<file path="src/rtl/brpc_pkg.sv">
package brpc_pkg;
  localparam int NSLOT = 4;
  localparam logic [2:0] CLS_ALU    = 3'd0;
  localparam logic [2:0] CLS_MEM    = 3'd1;
  localparam logic [2:0] CLS_NOPRED = 3'd2;
  localparam logic [2:0] CLS_BCC    = 3'd3;
  localparam logic [2:0] CLS_BRA    = 3'd4;

  typedef struct packed {
    logic       emit;
    logic       pair;
    logic       predOn;
    logic [1:0] base;
    logic       foldJmp;
    logic [1:0] jmpSlot;
    logic [2:0] consumed;
  } strobes_t;

  function automatic logic isPredicable(input logic [2:0] cls);
    return (cls == CLS_ALU) || (cls == CLS_MEM);
  endfunction
endpackage

</file>
<file path="src/rtl/brpcCtrl.sv">
module brpcCtrl
  import brpc_pkg::*;
#(
  parameter int LEN_W  = 4,
  parameter int DISP_W = 8
) (
  input  logic                      clk,
  input  logic                      rstN,
  input  logic                      hintIn,
  input  logic [NSLOT-1:0]          slotValid,
  input  logic [NSLOT*3-1:0]        slotClass,
  input  logic [NSLOT-1:0]          slotFuse,
  input  logic [NSLOT-1:0]          slotShort,
  input  logic [NSLOT*LEN_W-1:0]    slotLen,
  input  logic [NSLOT*DISP_W-1:0]   slotDisp,
  output strobes_t                  stb
);
  localparam int SUM_W = LEN_W + 1;

  logic [2:0]       cls   [NSLOT];
  logic [LEN_W-1:0] len   [NSLOT];
  logic [NSLOT-1:0] pred;

  for (genvar i = 0; i < NSLOT; i++) begin : g_unpack
    assign cls[i]  = slotClass[i*3 +: 3];
    assign len[i]  = slotLen[i*LEN_W +: LEN_W];
    assign pred[i] = slotValid[i] && isPredicable(cls[i]);
  end

  logic [DISP_W-1:0] brDisp;
  logic [SUM_W-1:0]  bodyOne, bodyTwo;
  logic              candidate, convOne, convTwo, fuseNorm;

  assign brDisp    = slotDisp[DISP_W-1:0];
  assign bodyOne   = SUM_W'(len[1]);
  assign bodyTwo   = SUM_W'(len[1]) + SUM_W'(len[2]);
  assign candidate = slotValid[0] && (cls[0] == CLS_BCC) && slotShort[0] && hintIn;
  assign convTwo   = candidate && pred[1] && slotFuse[1] && pred[2] &&
                     (brDisp == DISP_W'(bodyTwo));
  assign convOne   = candidate && !convTwo && pred[1] &&
                     (brDisp == DISP_W'(bodyOne));
  assign fuseNorm  = pred[0] && slotFuse[0] && pred[1];

  logic [2:0] groupLen;
  logic       allowFold;
  logic       foldHit;

  always_comb begin
    stb       = '0;
    groupLen  = 3'd0;
    allowFold = 1'b0;
    foldHit   = 1'b0;
    if (!slotValid[0]) begin
      groupLen = 3'd0;
    end else if (convTwo) begin
      stb.emit = 1'b1; stb.pair = 1'b1; stb.predOn = 1'b1; stb.base = 2'd1;
      groupLen = 3'd3; allowFold = 1'b1;
    end else if (convOne) begin
      stb.emit = 1'b1; stb.predOn = 1'b1; stb.base = 2'd1;
      groupLen = 3'd2; allowFold = 1'b1;
    end else if (cls[0] == CLS_BRA) begin
      stb.foldJmp = 1'b1; stb.jmpSlot = 2'd0;
      groupLen = 3'd1;
    end else if (cls[0] == CLS_BCC) begin
      stb.emit = 1'b1;
      groupLen = 3'd1;
    end else if (fuseNorm) begin
      stb.emit = 1'b1; stb.pair = 1'b1;
      groupLen = 3'd2; allowFold = 1'b1;
    end else begin
      stb.emit = 1'b1;
      groupLen = 3'd1; allowFold = 1'b1;
    end
    if (allowFold && slotValid[groupLen[1:0]] && (cls[groupLen[1:0]] == CLS_BRA)) begin
      foldHit     = 1'b1;
      stb.foldJmp = 1'b1;
      stb.jmpSlot = groupLen[1:0];
    end
    stb.consumed = groupLen + {2'b00, foldHit};
  end

  AST_PRED_NEEDS_HINT: assert property (@(posedge clk) disable iff (!rstN)
    stb.predOn |-> hintIn);
  AST_PRED_NEEDS_SHORT: assert property (@(posedge clk) disable iff (!rstN)
    stb.predOn |-> slotShort[0]);
  AST_CONSUMED_MAX: assert property (@(posedge clk) disable iff (!rstN)
    stb.consumed <= 3'd4);
  AST_EMPTY_IDLE: assert property (@(posedge clk) disable iff (!rstN)
    !slotValid[0] |-> (stb.consumed == 3'd0));
endmodule

</file>
<file path="src/rtl/brpcData.sv">
module brpcData
  import brpc_pkg::*;
#(
  parameter int DISP_W = 8,
  parameter int COND_W = 4,
  parameter int TAG_W  = 8
) (
  input  logic                      clk,
  input  logic                      rstN,
  input  strobes_t                  stb,
  input  logic [NSLOT*3-1:0]        slotClass,
  input  logic [NSLOT*COND_W-1:0]   slotCond,
  input  logic [NSLOT*DISP_W-1:0]   slotDisp,
  input  logic [NSLOT*TAG_W-1:0]    slotTag,
  output logic                      uopValid,
  output logic                      uopPair,
  output logic                      uopPredEn,
  output logic [2:0]                uopClass,
  output logic [COND_W-1:0]         uopCond,
  output logic [TAG_W-1:0]          uopTagA,
  output logic [TAG_W-1:0]          uopTagB,
  output logic                      jumpValid,
  output logic [DISP_W-1:0]         jumpDisp,
  output logic [2:0]                consumed
);
  logic [2:0]        cls  [NSLOT];
  logic [TAG_W-1:0]  tag  [NSLOT];
  logic [DISP_W-1:0] disp [NSLOT];

  for (genvar i = 0; i < NSLOT; i++) begin : g_unpack
    assign cls[i]  = slotClass[i*3 +: 3];
    assign tag[i]  = slotTag[i*TAG_W +: TAG_W];
    assign disp[i] = slotDisp[i*DISP_W +: DISP_W];
  end

  logic [1:0]        nextSlot;
  logic [COND_W-1:0] brCond;
  logic              passBranch;

  assign nextSlot   = stb.base + 2'd1;
  assign brCond     = slotCond[COND_W-1:0];
  assign passBranch = stb.emit && !stb.predOn && (stb.base == 2'd0) && (cls[0] == CLS_BCC);

  always_ff @(posedge clk) begin
    if (!rstN) begin
      uopValid  <= 1'b0;
      uopPair   <= 1'b0;
      uopPredEn <= 1'b0;
      uopClass  <= '0;
      uopCond   <= '0;
      uopTagA   <= '0;
      uopTagB   <= '0;
      jumpValid <= 1'b0;
      jumpDisp  <= '0;
      consumed  <= '0;
    end else begin
      uopValid  <= stb.emit;
      uopPair   <= stb.pair;
      uopPredEn <= stb.predOn;
      uopClass  <= stb.emit ? cls[stb.base] : 3'd0;
      uopTagA   <= stb.emit ? tag[stb.base] : '0;
      uopTagB   <= stb.pair ? tag[nextSlot] : '0;
      if (stb.predOn)      uopCond <= brCond ^ COND_W'(1);
      else if (passBranch) uopCond <= brCond;
      else                 uopCond <= '0;
      jumpValid <= stb.foldJmp;
      jumpDisp  <= stb.foldJmp ? disp[stb.jmpSlot] : '0;
      consumed  <= stb.consumed;
    end
  end

  AST_PRED_IMPLIES_VALID: assert property (@(posedge clk) disable iff (!rstN)
    uopPredEn |-> uopValid);
  AST_PRED_FROM_BCC: assert property (@(posedge clk) disable iff (!rstN)
    uopPredEn |-> ($past(cls[0]) == CLS_BCC));
  AST_PAIR_IMPLIES_VALID: assert property (@(posedge clk) disable iff (!rstN)
    uopPair |-> uopValid);
  AST_RETIRE_NONZERO: assert property (@(posedge clk) disable iff (!rstN)
    (uopValid || jumpValid) |-> (consumed != 3'd0));
endmodule

</file>
<file path="src/rtl/brPredConv.sv">
module brPredConv
  import brpc_pkg::*;
#(
  parameter int LEN_W  = 4,
  parameter int DISP_W = 8,
  parameter int COND_W = 4,
  parameter int TAG_W  = 8
) (
  input  logic                      clk,
  input  logic                      rstN,
  input  logic                      hintIn,
  input  logic [3:0]                winValid,
  input  logic [11:0]               winClass,
  input  logic [4*COND_W-1:0]       winCond,
  input  logic [4*LEN_W-1:0]        winLen,
  input  logic [4*DISP_W-1:0]       winDisp,
  input  logic [3:0]                winFuse,
  input  logic [3:0]                winShort,
  input  logic [4*TAG_W-1:0]        winTag,
  output logic                      uopValid,
  output logic                      uopPair,
  output logic                      uopPredEn,
  output logic [2:0]                uopClass,
  output logic [COND_W-1:0]         uopCond,
  output logic [TAG_W-1:0]          uopTagA,
  output logic [TAG_W-1:0]          uopTagB,
  output logic                      jumpValid,
  output logic [DISP_W-1:0]         jumpDisp,
  output logic [2:0]                consumed
);
  strobes_t stb;

  brpcCtrl #(.LEN_W(LEN_W), .DISP_W(DISP_W)) i_ctrl (
    .clk(clk), .rstN(rstN), .hintIn(hintIn),
    .slotValid(winValid), .slotClass(winClass), .slotFuse(winFuse),
    .slotShort(winShort), .slotLen(winLen), .slotDisp(winDisp),
    .stb(stb)
  );

  brpcData #(.DISP_W(DISP_W), .COND_W(COND_W), .TAG_W(TAG_W)) i_data (
    .clk(clk), .rstN(rstN), .stb(stb),
    .slotClass(winClass), .slotCond(winCond), .slotDisp(winDisp), .slotTag(winTag),
    .uopValid(uopValid), .uopPair(uopPair), .uopPredEn(uopPredEn),
    .uopClass(uopClass), .uopCond(uopCond), .uopTagA(uopTagA), .uopTagB(uopTagB),
    .jumpValid(jumpValid), .jumpDisp(jumpDisp), .consumed(consumed)
  );
endmodule

</file>
<file path="config.mk">
export PLATFORM = sky130hd
export DESIGN_NAME = brPredConv
export DESIGN_NICKNAME = d
export VERILOG_FILES = /design/src/rtl/brpc_pkg.sv /design/src/rtl/brpcCtrl.sv /design/src/rtl/brpcData.sv /design/src/rtl/brPredConv.sv
export SDC_FILE = /design/constraint.sdc
export NUM_CORES = 1
export LEC_CHECK = 0
export ABC_AREA = 1
export BUFFER_PORTS_ARGS = -buffer_cell sky130_fd_sc_hd__buf_2
export CORE_ASPECT_RATIO = 0.9
export CORE_UTILIZATION = 40
export CTS_CLUSTER_DIAMETER = 80
export DETAILED_ROUTE_END_ITERATION = 8
export GPL_ROUTABILITY_DRIVEN = 0
export GPL_TIMING_DRIVEN = 0
export PLACE_DENSITY = 0.78
export SLEW_MARGIN = 20
export SYNTH_ARGS = -nofsm -noshare
export SYNTH_HDL_FRONTEND = slang
export SYNTH_HIERARCHICAL = 1
export SYNTH_SLANG_ARGS = --single-unit
export TNS_END_PERCENT = 20
</file>
<file path="constraint.sdc">
create_clock -name clk -period 3.5 [get_ports clk]
set_input_delay 1.05 -clock clk [delete_from_list [all_inputs] [get_ports clk]]
set_output_delay 1.05 -clock clk [all_outputs]
set_load 0.02 [all_outputs]
</file>
# [After elaboration in Yosys (flattened, before gate mapping)]
# Cells that the tools add are included.
[word_totals] wordCells=106 inputBits=123 out_inout_bits=38 reg_bits=38 memories=0 rom_bits=0 ram_bits=0 latchBits=0
[op_classes] addsub=3 magnitude_cmp=5 n_shift=0 bitwise=5 muxes=43 n_mul=0 div_mod_pow=0 n_eq_ne=8 n_reduce_logical=32
[op_table] cell="$mux W8" n=7
[op_table] cell="$bmux W8 S2" n=3
[op_table] cell="$mux W3" n=14
[op_table] cell="$logic_and A1 B1 Y1" n=20
[op_table] cell="$bmux W3 S2" n=2
[op_table] cell="$ge A3 B3 Y1 const B" n=4
[op_table] cell="$not A2 Y3" n=4
[op_table] cell="$mux W1" n=11
[op_table] cell="$eq A3 B1 Y1 const B" n=3
[op_table] cell="$logic_not A3 Y1" n=3
[op_table] cell="$eq A8 B4 Y1" n=1
[op_table] cell="$eq A8 B5 Y1" n=1
[op_table] cell="$mux W4" n=2
[op_table] cell="$eq A3 B3 Y1 const B" n=2
[op_table] cell="$reduce_and A2 Y1" n=3
[op_table] cell="$add A4 B4 Y5" n=1
[op_table] cell="$mux W5" n=1
[op_table] cell="$mux W2" n=2
[op_table] cell="$add A3 B1 Y3" n=1
[op_table] cell="$eq A3 B2 Y1 const B" n=1
[op_table] cell="$logic_or A1 B1 Y1" n=3
[op_table] cell="$lt A2 B3 Y1 const B" n=1
[op_table] cell="$add A2 B1 Y2 const B" n=1
[op_table] cell="$bmux W1 S2" n=1
[op_table] cell="3 further kinds" n=4

# [Logic depth before layout (Yosys ltp)]
[depth] ltp_word=26 ltp_mapped=22 ltp_nobuf=20

# [Hierarchy]
# The synthesis kept the hierarchy.
[by_module_without_submodules] mod="brpcData" instances=1 cells_each=346 area_each_um2=2057.0 seq_area_each_um2=760.7
[by_module_without_submodules] mod="brpcCtrl" instances=1 cells_each=127 area_each_um2=660.6 seq_area_each_um2=0.0

# [Least setup slack after synthesis]
# No wires, ideal clock.
[synth_timing] kind="input port to flip-flop" start="in winLen[4]" end="reg i_data.uopTagB[0]" path_slack_ns=-0.138 t_required_ns=3.374 path_stages=18 n_path_buf=3 setup_time_ns=0.126 arrival_ns=3.512 cell_sequence="ha_1 > fa_1 > inv_1 > nand2_1 > nand2_1 > nor2_1 > nand2_1 > nor2_1 > nand4_1 > nand2_1 > inv_2 > buf_4 > buf_6 > ha_1 > clkbuf_1 > inv_1 > nand3_1 > a21oi_1"
[synth_rtl] element="start: declaration" line_no="brPredConv.sv:15" rtl="input logic [4*LEN_W-1:0] winLen,"
[synth_rtl] element="end signal: assignment" line_no="brpcData.sv:62" rtl="uopTagB <= stb.pair ? tag[nextSlot] : '0;"
[synth_rtl] element="end: declaration" line_no="brpcData.sv:21" rtl="output logic [TAG_W-1:0] uopTagB,"

==> impl_metrics.json <==
{
  "clockBufferDepth": 2,
  "die_y_um": 80.2,
  "path_buf_inv": 6,
  "h-tree-depth": 2,
  "grt-ovfl-total": 0,
  "power_switching_share_pct": 30.8,
  "power_density_nw_per_um2": 267,
  "startpoint_type": "input port",
  "critPathMaxFanout": 8,
  "globalRouteTotalUtil_pct": 23.9,
  "internal_power_uw": 710,
  "syn_area_per_cell_sq_um": 5.75,
  "setup_viol": 0,
  "synthFlopType": "dfxtp_1",
  "antenna_cells": 0,
  "fp.dieW_um": 88.9,
  "via_per_inst": 4.88,
  "start_util_pct": 41.3,
  "pre_cts_ws_ns": -0.528,
  "vias": 3478,
  "end_kind": "register",
  "finalCriticalPeriod_ns": 3.50,
  "drtIter0Drc": 281,
  "grt_max_degree": 13,
  "async_flop_share_pct": 0,
  "cpMaxStageDelayCell": "fa_1",
  "drc": 0,
  "cts_sinks": 38,
  "p_leak_uw": 0.00236,
  "crit_required_ns": 3.72,
  "drv_slew": 0,
  "syn_inst": 473,
  "grt_pass1_vias": 3037,
  "port_buffers": 134,
  "p_comb_share_pct": 25.2,
  "synth_edf_count": 0,
  "numCtsBuffers": 5,
  "wl_mm": 8.89,
  "postCtsHoldBufs": 0,
  "cp_top_family": "simple AND/OR/NAND/NOR gates",
  "status": "completed",
  "ant_nets": 0,
  "wire_per_inst_um": 12.5,
  "cts_tree": "built",
  "dr.pass1.iters": 5,
  "finalHoldViolCount": 0,
  "nets": 753,
  "path_cells": "buf_2, ha_4, fa_1, inv_1, nand2_1, nand2_1, nor2_1, nand2_1, nor2_1, nand4_1, nand3_1, nand2_2, nor2_1, nand2_1, inv_1, ha_2, buf_6, inv_8, clkbuf_16, nand2_2, nand3_2, a21oi_1",
  "synth_top_area_cell": "dfxtp_1",
  "synth_warnings": 6,
  "yosysMostFrequentCell": "nand2_1",
  "synth_area_sq_um": 2720,
  "area_growth_syn_to_layout_pct": 41.3,
  "period_share_pct": 99.9,
  "ir_worst_vdd_mv": 0.150,
  "antenna_found_initial": 0,
  "design.die.area_sq_um": 7130,
  "drv_cap": 0,
  "crit_path_frequent_cell": "nand2_1",
  "final_util_pct": 58.3,
  "clockRootBuffer": "clkbuf_8",
  "rsz0062_at_grt": "yes",
  "critPathMaxStageDelay_ns": 0.52,
  "setup-tns-final_ns": 0,
  "power_frac_clock_pct": 31.5,
  "crit_type": "in2reg",
  "clk_pin_slew_ns": 0.07,
  "drive_gt1_share_pct": 32.9,
  "synth.distinct_cells": 27,
  "boundaryPins": 161,
  "p_switching_uw": 315,
  "detailed_place_hpwl_mm": 6.70,
  "min_path_type": "in2reg",
  "netlist_top_cells_area": "dfxtp_1, nand2_1, inv_1",
  "core.rowCount": 28,
  "arrival_ns": 3.72,
  "synth_seq_cells": 38,
  "syn_nets": 604,
  "grt_pass1_wl_mm": 13.2,
  "core_area_sq_um": 6590,
  "netlist.area_leader.share_pct": 28.0,
  "synth_common_cells": "nand2_1, inv_1, nand3_1",
  "setup_ws_ns": 0.00281,
  "seqPwrFrac_pct": 43.3,
  "fmax_mhz": 286,
  "seq_area_frac_synth_pct": 28.0
}
==> worst paths after layout <==
| path | slack (ns) | to | start | depth (start not counted) |
|---|---|---|---|---|
| setup / recovery | 0.003 | i_data/jumpDisp[1] | winLen[8] | 22 |
| hold / removal | 0.95 | i_data/uopCond[0] | winCond[0] | 2 |
==> cells by family (layout without fill, tap and decap cells) <==
group                      count (synthesis)  after routing  synth area share [%]
AOI/OAI and AO/OA                         35             35                  6.45
xor gates and xnor gates                   5              5                  1.61
adders and majority gates                  8              8                  3.96
buffers and inverters                    112            262                  17.0
DFF                                       38             38                  28.0
other                                      1              1                 0.138
and+or+nand+nor                          274            274                  42.9
==> layout by cell type, fill, tap and decap left out, types with 3 or more instances in the layout <==
cell	Yosys	routed
nand2_1	179	174
buf_2	6	139
inv_1	89	88
nand3_1	59	47
dfxtp_1	38	38
a21oi_1	34	29
nor2_1	20	19
nand3_2	1	13
buf_4	5	12
clkbuf_8	0	7
nand2_2	4	7
ha_1	7	5
a21oi_2	0	5
nor2_2	2	3
nor3_1	3	3
buf_6	2	3
clkbuf_1	5	3
==> registers in the layout, summed over array words and instances, names as in the netlist <==
name / cells
i_data/uopClass: 3
i_data/uopValid: 1
i_data/uopCond: 4
i_data/jumpValid: 1
i_data/uopPredEn: 1
i_data/consumed: 3
i_data/uopTagA: 8
i_data/uopTagB: 8
i_data/jumpDisp: 8
i_data/uopPair: 1
==> per-stage QoR <==
stage	power, uW	hold WS (ns)	cell area [sq um]	std cells
detailed placement	683	1.25	3500	697
finish	1020	0.947	3840	713
global placement	676	1.24	3500	697
global route	1080	0.942	3840	713
CTS	1010	0.942	3680	707
floorplan	585	1.14	2720	473
==> routing by layer <==
metal	track usage, %	wire length, um
met1	30.4	3760
met2	41.1	4270
met3	3.29	618
met4	8.06	243
met5	0	0
==> power groups by stage <==
stage | clock network, uW | logic [uW] | registers (uW)
floorplan | 0 | 119 | 466
global placement | 0 | 222 | 453
detailed placement | 0 | 230 | 454
CTS | 330 | 239 | 443
global route | 348 | 286 | 444
finish | 323 | 258 | 443
==> final cells by class <==
cell class                 count  area (sq um)
sequential                    38           761
fill                         650          2750
tap                           90           113
multi-input combinational    323          1620
clock inverter                 2          12.5
clock buffer                   6          82.6
buffer                        18           126
timing repair buffer         143           762
inverter                      93           363
==> timing repair <==
action / CTS / global route
setup endpoints to repair: 16 / 16
pin swaps: 11 / 5
cloned: 0 / 1
buffers inserted: 3 / 5
gates resized for setup: 16 / 27
Note: power is estimated with default switching activity, not from simulation.
